File: src/rtl/ddc1_tx_pkg.sv
package ddc1_tx_pkg;

  typedef enum logic [1:0] {
    FETCH_IDLE = 2'd0,
    FETCH_ADDR = 2'd1,
    FETCH_CAPT = 2'd2
  } fetch_state_t;

  // only two codes let the vsync-clocked channel run
  function automatic logic mode_allows_tx(input logic [2:0] code);
    return (code == 3'b000) || (code == 3'b010);
  endfunction

endpackage

File: src/rtl/ddc1_vsync_edge.sv
module ddc1_vsync_edge #(
  parameter int STAGES = 2
) (
  input  logic clk,
  input  logic rst,
  input  logic async_in,
  output logic rise
);
  logic [STAGES-1:0] chain;
  logic              last_q;

  generate
    for (genvar i = 0; i < STAGES; i++) begin : g_sync
      if (i == 0) begin : g_first
        always_ff @(posedge clk) begin
          if (rst) chain[0] <= 1'b0;
          else     chain[0] <= async_in;
        end
      end else begin : g_next
        always_ff @(posedge clk) begin
          if (rst) chain[i] <= 1'b0;
          else     chain[i] <= chain[i-1];
        end
      end
    end
  endgenerate

  always_ff @(posedge clk) begin
    if (rst) last_q <= 1'b0;
    else     last_q <= chain[STAGES-1];
  end

  assign rise = chain[STAGES-1] & ~last_q;

  AST_RISE_SINGLE: assert property (@(posedge clk) disable iff (rst)
    rise |=> !rise);
endmodule

File: src/rtl/ddc1_byte_fetch.sv
module ddc1_byte_fetch
  import ddc1_tx_pkg::*;
#(
  parameter int DATA_W = 8,
  parameter int DEPTH  = 128,
  localparam int ADDR_W = $clog2(DEPTH)
) (
  input  logic              clk,
  input  logic              rst,
  input  logic              active,
  input  logic              req,
  output logic [ADDR_W-1:0] mem_addr,
  output logic              mem_rd,
  input  logic [DATA_W-1:0] mem_rdata,
  output logic              cpu_stall,
  output logic              done,
  output logic [DATA_W-1:0] data
);
  localparam logic [ADDR_W-1:0] LAST_ADDR = ADDR_W'(DEPTH - 1);

  fetch_state_t      state_q;
  logic [ADDR_W-1:0] addr_q;
  logic              rd_q, stall_q, done_q;
  logic [DATA_W-1:0] data_q;

  always_ff @(posedge clk) begin
    if (rst) begin
      state_q <= FETCH_IDLE;
      addr_q  <= '0;
      rd_q    <= 1'b0;
      stall_q <= 1'b0;
      done_q  <= 1'b0;
      data_q  <= '0;
    end else begin
      done_q <= 1'b0;
      unique case (state_q)
        FETCH_IDLE: begin
          if (!active) begin
            addr_q <= '0;
          end else if (req) begin
            state_q <= FETCH_ADDR;
            rd_q    <= 1'b1;
            stall_q <= 1'b1;
          end
        end
        FETCH_ADDR: begin
          rd_q    <= 1'b0;
          state_q <= FETCH_CAPT;
        end
        FETCH_CAPT: begin
          // a fetch in flight always completes so the stall stays two cycles
          stall_q <= 1'b0;
          state_q <= FETCH_IDLE;
          if (active) begin
            data_q <= mem_rdata;
            done_q <= 1'b1;
            addr_q <= (addr_q == LAST_ADDR) ? '0 : addr_q + 1'b1;
          end else begin
            addr_q <= '0;
          end
        end
        default: state_q <= FETCH_IDLE;
      endcase
    end
  end

  assign mem_addr  = addr_q;
  assign mem_rd    = rd_q;
  assign cpu_stall = stall_q;
  assign done      = done_q;
  assign data      = data_q;

  AST_STALL_SECOND: assert property (@(posedge clk) disable iff (rst)
    $rose(cpu_stall) |=> cpu_stall);
  AST_STALL_TWO_MAX: assert property (@(posedge clk) disable iff (rst)
    (cpu_stall && $past(cpu_stall)) |=> !cpu_stall);
  AST_RD_IN_STALL: assert property (@(posedge clk) disable iff (rst)
    mem_rd |-> cpu_stall);
  AST_ADDR_WRAP: assert property (@(posedge clk) disable iff (rst)
    (done && $past(mem_addr) == LAST_ADDR) |-> (mem_addr == '0));
endmodule

File: src/rtl/ddc1_bit_shift.sv
module ddc1_bit_shift #(
  parameter int DATA_W = 8
) (
  input  logic              clk,
  input  logic              rst,
  input  logic              active,
  input  logic              rise,
  input  logic              load_valid,
  input  logic [DATA_W-1:0] load_data,
  output logic              fetch_req,
  output logic              drive_low
);
  localparam int SLOTS = DATA_W + 1;
  localparam int IDX_W = $clog2(SLOTS + 1);
  localparam logic [IDX_W-1:0] IDX_GAP  = IDX_W'(DATA_W);
  localparam logic [IDX_W-1:0] IDX_LAST = IDX_W'(DATA_W - 1);

  logic [IDX_W-1:0]  idx_q;
  logic [DATA_W-1:0] shreg_q, buf_q;
  logic              buf_ok_q, prev_act_q, req_q, low_q;

  always_ff @(posedge clk) begin
    if (rst || !active) begin
      idx_q      <= IDX_GAP;
      shreg_q    <= '0;
      buf_q      <= '0;
      buf_ok_q   <= 1'b0;
      prev_act_q <= 1'b0;
      req_q      <= 1'b0;
      low_q      <= 1'b0;
    end else begin
      prev_act_q <= 1'b1;
      req_q      <= !prev_act_q;
      if (load_valid) begin
        buf_q    <= load_data;
        buf_ok_q <= 1'b1;
      end
      if (rise) begin
        if (idx_q == IDX_GAP) begin
          if (buf_ok_q) begin
            low_q    <= ~buf_q[DATA_W-1];
            shreg_q  <= buf_q << 1;
            idx_q    <= '0;
            buf_ok_q <= 1'b0;
          end
        end else if (idx_q == IDX_LAST) begin
          low_q <= 1'b0;
          idx_q <= IDX_GAP;
          req_q <= 1'b1;
        end else begin
          low_q   <= ~shreg_q[DATA_W-1];
          shreg_q <= shreg_q << 1;
          idx_q   <= idx_q + 1'b1;
        end
      end
    end
  end

  assign fetch_req = req_q;
  assign drive_low = low_q;

  AST_IDLE_RELEASED: assert property (@(posedge clk) disable iff (rst)
    !active |=> !drive_low);
  AST_HOLD_NO_EDGE: assert property (@(posedge clk) disable iff (rst)
    (active && $past(active) && !$past(rise)) |-> $stable(drive_low));
endmodule

File: src/rtl/ddc1_edid_tx.sv
module ddc1_edid_tx
  import ddc1_tx_pkg::*;
#(
  parameter int DATA_W      = 8,
  parameter int DEPTH       = 128,
  parameter int SYNC_STAGES = 2,
  localparam int ADDR_W = $clog2(DEPTH)
) (
  input  logic              clk,
  input  logic              rst,
  input  logic              cfg_en,
  input  logic              cfg_wr,
  input  logic [2:0]        cfg_mode,
  input  logic              vsync_in,
  output logic [ADDR_W-1:0] mem_addr,
  output logic              mem_rd,
  input  logic [DATA_W-1:0] mem_rdata,
  output logic              cpu_stall,
  output logic              sda_drive_low,
  output logic              ddc1_active
);
  logic              en_q, active_q;
  logic [2:0]        mode_q;
  logic              vs_rise, req, done;
  logic [DATA_W-1:0] fetched;

  always_ff @(posedge clk) begin
    if (rst) begin
      en_q     <= 1'b0;
      mode_q   <= 3'b000;
      active_q <= 1'b0;
    end else begin
      en_q <= cfg_en;
      if (cfg_wr && !en_q) mode_q <= cfg_mode;
      active_q <= en_q && mode_allows_tx(mode_q);
    end
  end

  ddc1_vsync_edge #(.STAGES(SYNC_STAGES)) u_edge (
    .clk(clk), .rst(rst), .async_in(vsync_in), .rise(vs_rise)
  );

  ddc1_byte_fetch #(.DATA_W(DATA_W), .DEPTH(DEPTH)) u_fetch (
    .clk(clk), .rst(rst), .active(active_q), .req(req),
    .mem_addr(mem_addr), .mem_rd(mem_rd), .mem_rdata(mem_rdata),
    .cpu_stall(cpu_stall), .done(done), .data(fetched)
  );

  ddc1_bit_shift #(.DATA_W(DATA_W)) u_shift (
    .clk(clk), .rst(rst), .active(active_q), .rise(vs_rise),
    .load_valid(done), .load_data(fetched),
    .fetch_req(req), .drive_low(sda_drive_low)
  );

  assign ddc1_active = active_q;

  AST_MODE_FROZEN: assert property (@(posedge clk) disable iff (rst)
    en_q |=> $stable(mode_q));
  AST_ACTIVE_CODE: assert property (@(posedge clk) disable iff (rst)
    ddc1_active |-> (mode_q == 3'b000 || mode_q == 3'b010));
  AST_NO_FETCH_OFF: assert property (@(posedge clk) disable iff (rst)
    (!ddc1_active && !cpu_stall) |=> !mem_rd);
endmodule

File: config.mk
export PLATFORM = sky130hd
export DESIGN_NAME = ddc1_edid_tx
export DESIGN_NICKNAME = d
export VERILOG_FILES = /design/src/rtl/ddc1_tx_pkg.sv /design/src/rtl/ddc1_vsync_edge.sv /design/src/rtl/ddc1_byte_fetch.sv /design/src/rtl/ddc1_bit_shift.sv /design/src/rtl/ddc1_edid_tx.sv
export SDC_FILE = /design/constraint.sdc
export NUM_CORES = 1
export LEC_CHECK = 0
export ABC_AREA = 0
export ABC_CLOCK_PERIOD_IN_PS = 3700
export BUFFER_PORTS_ARGS = -buffer_cell sky130_fd_sc_hd__buf_2
export CAP_MARGIN = 20
export CORE_AREA = 3 3 74 76
export DETAILED_ROUTE_END_ITERATION = 10
export DIE_AREA = 0 0 77 79
export PLACE_DENSITY = 0.61
export RECOVER_POWER = 100
export SYNTH_ARGS = -nofsm -noshare
export SYNTH_HDL_FRONTEND = slang
export SYNTH_SLANG_ARGS = --single-unit
File: constraint.sdc
create_clock -name clk -period 3.7 [get_ports clk]
set_input_delay 0.555 -clock clk [delete_from_list [all_inputs] [get_ports clk]]
set_output_delay 0.555 -clock clk [all_outputs]
set_load 0.01 [all_outputs]
; ---- Word-level counts from Yosys, hierarchy flattened
; Index checks and enable logic that the tools add are counted.
[word_totals]
regBits = 52
inputBits = 16
output_inout_bits = 11
[op_classes]
n_addsub = 2
eq_ne = 11
muxes = 29
bitwise = 5
reduce_logical = 19
[ops]
columns = cell, count
row1 = $mux 8, 3
row2 = $mux 7, 3
row3 = $mux 1, 14
row4 = $pmux 7 s2, 1
row5 = $mux 4, 3
row6 = $reduce_and 3->1, 3
row7 = $reduce_and 2->1, 4
row8 = $add 7x1->7 const B, 1
row9 = $eq 7x7->1 const B, 1
row10 = $ne 2x1->1 const B, 3
row11 = $add 4x1->4 const B, 1
row12 = $eq 4x3->1 const B, 1
row13 = $eq 4x4->1 const B, 1
row14 = $mux 2, 2
row15 = $ne 2x2->1 const B, 2
row16 = $not 1->1, 4
row17 = $pmux 1 s2, 2
row18 = $pmux 2 s2, 1
row19 = $reduce_bool 2->1, 2
row20 = $eq 3x2->1 const B, 1
row21 = $logic_not 1->1, 3
row22 = $logic_not 3->1, 1
row23 = $eq 2x1->1 const B, 1
row24 = $eq 2x2->1 const B, 1
row25 = 5 further kinds, 7

; ---- Longest topological paths before layout
[depth]
depth_word = 4
depth_mapped = 8
ltp_nobuf = 6

; ---- Cells and area by module
; A second synthesis with hierarchy kept.
[unflattened]
hier_cells = 209
hier_area_um2 = 2160.8
[modules_own_cells]
columns = mod, instances, cells_each, area_each_um2
row1 = ddc1_bit_shift, 1, 102, 1059.8
row2 = ddc1_byte_fetch, 1, 87, 858.3
row3 = ddc1_edid_tx, 1, 13, 155.1
row4 = ddc1_vsync_edge, 1, 7, 87.6

; ---- Least setup slack after synthesis
; OpenSTA, ideal clock, no wires.
[synth_path]
kind = register to register
startpoint = register u_shift.idx_q[0]
endpoint = register u_shift.shreg_q[5]
setup_ns = 0.079
arrival_ns = 1.443
required_time_ns = 3.621
slack_ns = 2.178
stages_incl_launch_ff = 9
path_cell_list = dfxtp_1 -> inv_1 -> ha_1 -> nand3b_4 -> buf_6 -> o221a_4 -> buf_6 -> nor2_1 -> a211oi_2
[synth_via]
elab_chain_len = 3
elab_cells_between_ends = 6
classes_between = 4 x eq/ne / 1 x mux / 1 x reduce/logical
[synth_rtl]
columns = element, line_no
row1 = "start, declared", ddc1_bit_shift.sv:18  ; logic [IDX_W-1:0] idx_q;
row2 = "start signal, assigned", ddc1_bit_shift.sv:53  ; idx_q <= idx_q + 1'b1;
row3 = $eq 4x3->1 or $eq 4x4->1 (tied branches), "ddc1_bit_shift.sv:46, ddc1_bit_shift.sv:39"
row4 = $ne 2x1->1 (no line), --
row5 = $reduce_and 3->1 (no line), --
row6 = "end signal, assigned", ddc1_bit_shift.sv:42  ; shreg_q <= buf_q << 1;
row7 = "end signal, assigned", ddc1_bit_shift.sv:52  ; shreg_q <= shreg_q << 1;
row8 = "end, declared", ddc1_bit_shift.sv:19  ; logic [DATA_W-1:0] shreg_q, buf_q;
; Parallel ways exist; a longest one is shown, timed or not.
; A chain may end at the register's enable or synchronous reset.

; ---- Worst setup path in the final report
[layout_path]
startpoint = input rst
endpoint = register u_shift.buf_q[4]
[layout_via]
elab_chain_len = 1
[layout_rtl]
columns = element, line_no
row1 = "start, declared", ddc1_edid_tx.sv:10  ; input logic rst,
row2 = $logic_or 1x1->1, ddc1_bit_shift.sv:23  ; if (rst || !active) begin
row3 = "end signal, assigned", ddc1_bit_shift.sv:35  ; buf_q <= load_data;
row4 = "end, declared", ddc1_bit_shift.sv:19
; No other way between the ends.

==> results.json <==
{
  "ios": 27,
  "fin_crit_sh": 0.631,
  "fp.dieArea_mm2": 0.00608,
  "dr.pass1.iters": 4,
  "status": "finished, final reports clean",
  "yosysUniqueCellTypes": 39,
  "hold_viol_final": 0,
  "synth_top_cell_by_area": "dfxtp_1",
  "worstPathMaxFanout": 25,
  "worstRegToRegCells": 6,
  "cts_tree": "done",
  "yosysWarnings": 0,
  "cp-endpoint": "u_shift.buf_q[4]$_SDFFE_PN0P_",
  "die_y_um": 79,
  "final_nets": 256,
  "cts_made_buffers": 5,
  "r2r_end": "u_shift.shreg_q[3]$_SDFFE_PN0P_",
  "grt_max_degree": 26,
  "critPathCaptureType": "flop",
  "path_class": "in2reg",
  "wl_um": 3620,
  "routabilityCongestion": 0.720,
  "grt_pass1_wl_um": 6440,
  "slew_headroom": 0.280,
  "via_count": 1517,
  "rows": 25,
  "setup_tns_ps": 0,
  "area_growth_pct": 10.1,
  "yosysSeqAreaShare": 0.491,
  "critPathLaunch": "rst",
  "wl_per_cell_um": 11.9,
  "hold_path_class": "reg2reg",
  "layout-drive-gt1-share": 0.101,
  "antenna_left": 0,
  "setup_viol": 0,
  "grt_pass1_vias": 1473,
  "ys_ff_latch": 50,
  "finalClockSkew_ps": 7.77,
  "cp.required_ps": 3860,
  "drt_iter0_drc": 56,
  "synth_area_per_cell_um2": 9.48,
  "drc_errors": 0,
  "worst_pin_slew_ps": 1080,
  "post-cts-setup-buffers": 0,
  "syn-cell-area_mm2": 0.00204,
  "cts_hold_buf": 0,
  "drv_slew": 0,
  "n_antenna_cell": 0,
  "p_leak_uw": 0.000811,
  "cts_sinks": 50,
  "grt_usage": 0.130,
  "ctsResizeCount": 0,
  "synth_cells": 215,
  "syn-num-nets": 234,
  "ir_drop_uv": 226,
  "rsz0062_at_grt": "false",
  "clockBufferDepth": 2,
  "worst_ep_arrival_time_ps": 2500,
  "start_util": 0.426,
  "synth.area.top_cells": "dfxtp_1 49%, mux2i_1 8.8%, nor2_1 5.3%",
  "io_buffers": 25,
  "powerDensity_mw_per_mm2": 417,
  "critPathLaunchType": "primary input",
  "clockRootBuffer": "clkbuf_8",
  "core_area_mm2": 0.00479,
  "htree_num_levels": 2,
  "post-place-ws_ps": 1780,
  "antenna_found_initial": 0,
  "dp_hpwl_um": 2500,
  "regToRegSetupSlack_ps": 2120,
  "routed_via_density": 4.97,
  "period_minus_slack_ps": 2330,
  "finalWorstSetupSlack_ps": 1370,
  "max_freq_mhz": 428,
  "p_total_uw": 937,
  "synth_top_area_frac": 0.491,
  "fp.dieW_um": 77,
  "clk_latency_ps": 290,
  "globalRouteOverflowTotal": 0,
  "clkTransAtPathRegs_ps": 90,
  "maxCapViolCount": 0,
  "r2r-start": "u_shift.idx_q[0]$_SDFFE_PN0P_"
}
per-stage QoR:
| step | cells | hold WS [ps] | cell area [um^2] | util |
|---|---|---|---|---|
| final | 305 | 412 | 2240 | 0.469 |
| after global routing | 305 | 439 | 2240 | 0.469 |
| after CTS | 305 | 416 | 2290 | 0.479 |
| after detailed placement | 297 | 405 | 2190 | 0.457 |
| after global placement | 297 | 401 | 2190 | 0.457 |
| after floorplan | 215 | 385 | 2040 | - |
metal layers:
metal,global-route usage,wire [um]
met5,0,0
met4,0.0587,59
met3,0.0351,146
met2,0.209,1630
met1,0.164,1780
power breakdown:
part           internal, uW  switching (uW)
Sequential              542            2.24
Clock                   202             167
Combinational          9.94            12.9
Total                   754             182
cell usage after synthesis (all sizes together):
master	instances
a21o	2
a32o	1
o221a	2
a211oi	8
a21oi	16
clkbuf	5
nand3	5
a32oi	1
buf	6
a31oi	3
and3b	2
nor2	29
dfxtp	50
nor2b	5
o21ai	6
nand2	27
and3	2
a22oi	2
mux2i	18
nand4	1
ha	3
nand3b	3
or3	2
a31o	1
a311oi	1
inv	7
xnor2	1
nor4	1
and2b	1
o21a	1
nand2b	1
nor4b	1
a41o	1
cells by family (layout without fill, tap and decap cells):
kind of cell,Yosys count,count (layout),share of synthesized area
mux,18,18,0.0884
compound gates,45,45,0.166
buf+inv,18,41,0.0460
flops,50,50,0.491
simple gates,80,80,0.186
fa+ha+maj,3,3,0.0184
xor+xnor,1,1,0.00430
layout make-up:
class / instances / area (um^2)
clock buffers: 7 / 76.3
clock inverters: 1 / 30.0
fillers: 477 / 2540
inverters: 7 / 26.3
multi-input cells: 147 / 913
flip-flops and latches: 50 / 1000
well taps: 67 / 83.8
repair buffers: 26 / 114
sequential cells by signal, summed over array words and instances (netlist names), 2 cells and up:
signal,flops
u_fetch.state_q,2
u_shift.shreg_q,7
u_fetch.data,8
mode_q,2
u_shift.buf_q,8
u_fetch.mem_addr,7
u_edge.chain,2
u_shift.idx_q,4
how the worst min path moves through the flow:
stage                          startpoint                            to  slack (ps)  depth (start not counted)
2_1_floorplan  u_shift.prev_act_q$_DFF_P_  u_shift.fetch_req$_SDFF_PN0_         380                          1
3_3_place_gp   u_shift.prev_act_q$_DFF_P_  u_shift.fetch_req$_SDFF_PN0_         400                          1
3_5_place_dp   u_shift.prev_act_q$_DFF_P_  u_shift.fetch_req$_SDFF_PN0_         410                          1
4_1_cts        u_shift.prev_act_q$_DFF_P_  u_shift.fetch_req$_SDFF_PN0_         420                          1
5_1_grt        u_shift.prev_act_q$_DFF_P_  u_shift.fetch_req$_SDFF_PN0_         440                          1
6_report       u_shift.prev_act_q$_DFF_P_  u_shift.fetch_req$_SDFF_PN0_         410                          1
layout by cell type (no fill, tap or decap), types with 3 or more instances in the layout:
master / netlist / final
nor2b_1: 5 / 5
clkbuf_8: 0 / 5
nor2_1: 29 / 29
buf_2: 3 / 13
inv_1: 7 / 7
mux2i_1: 18 / 18
dfxtp_1: 50 / 50
clkbuf_1: 5 / 15
a21oi_1: 16 / 16
a31oi_1: 3 / 3
ha_1: 3 / 3
nand3_1: 5 / 5
o21ai_0: 4 / 5
a211oi_1: 2 / 8
nand2_1: 27 / 27
critical path: stages:
cell and delay [ps]:
clkbuf_1 780, inv_1 220, nand2_1 320, clkbuf_1 520, nor2_1 100
Power figures use the tool's default switching activity.
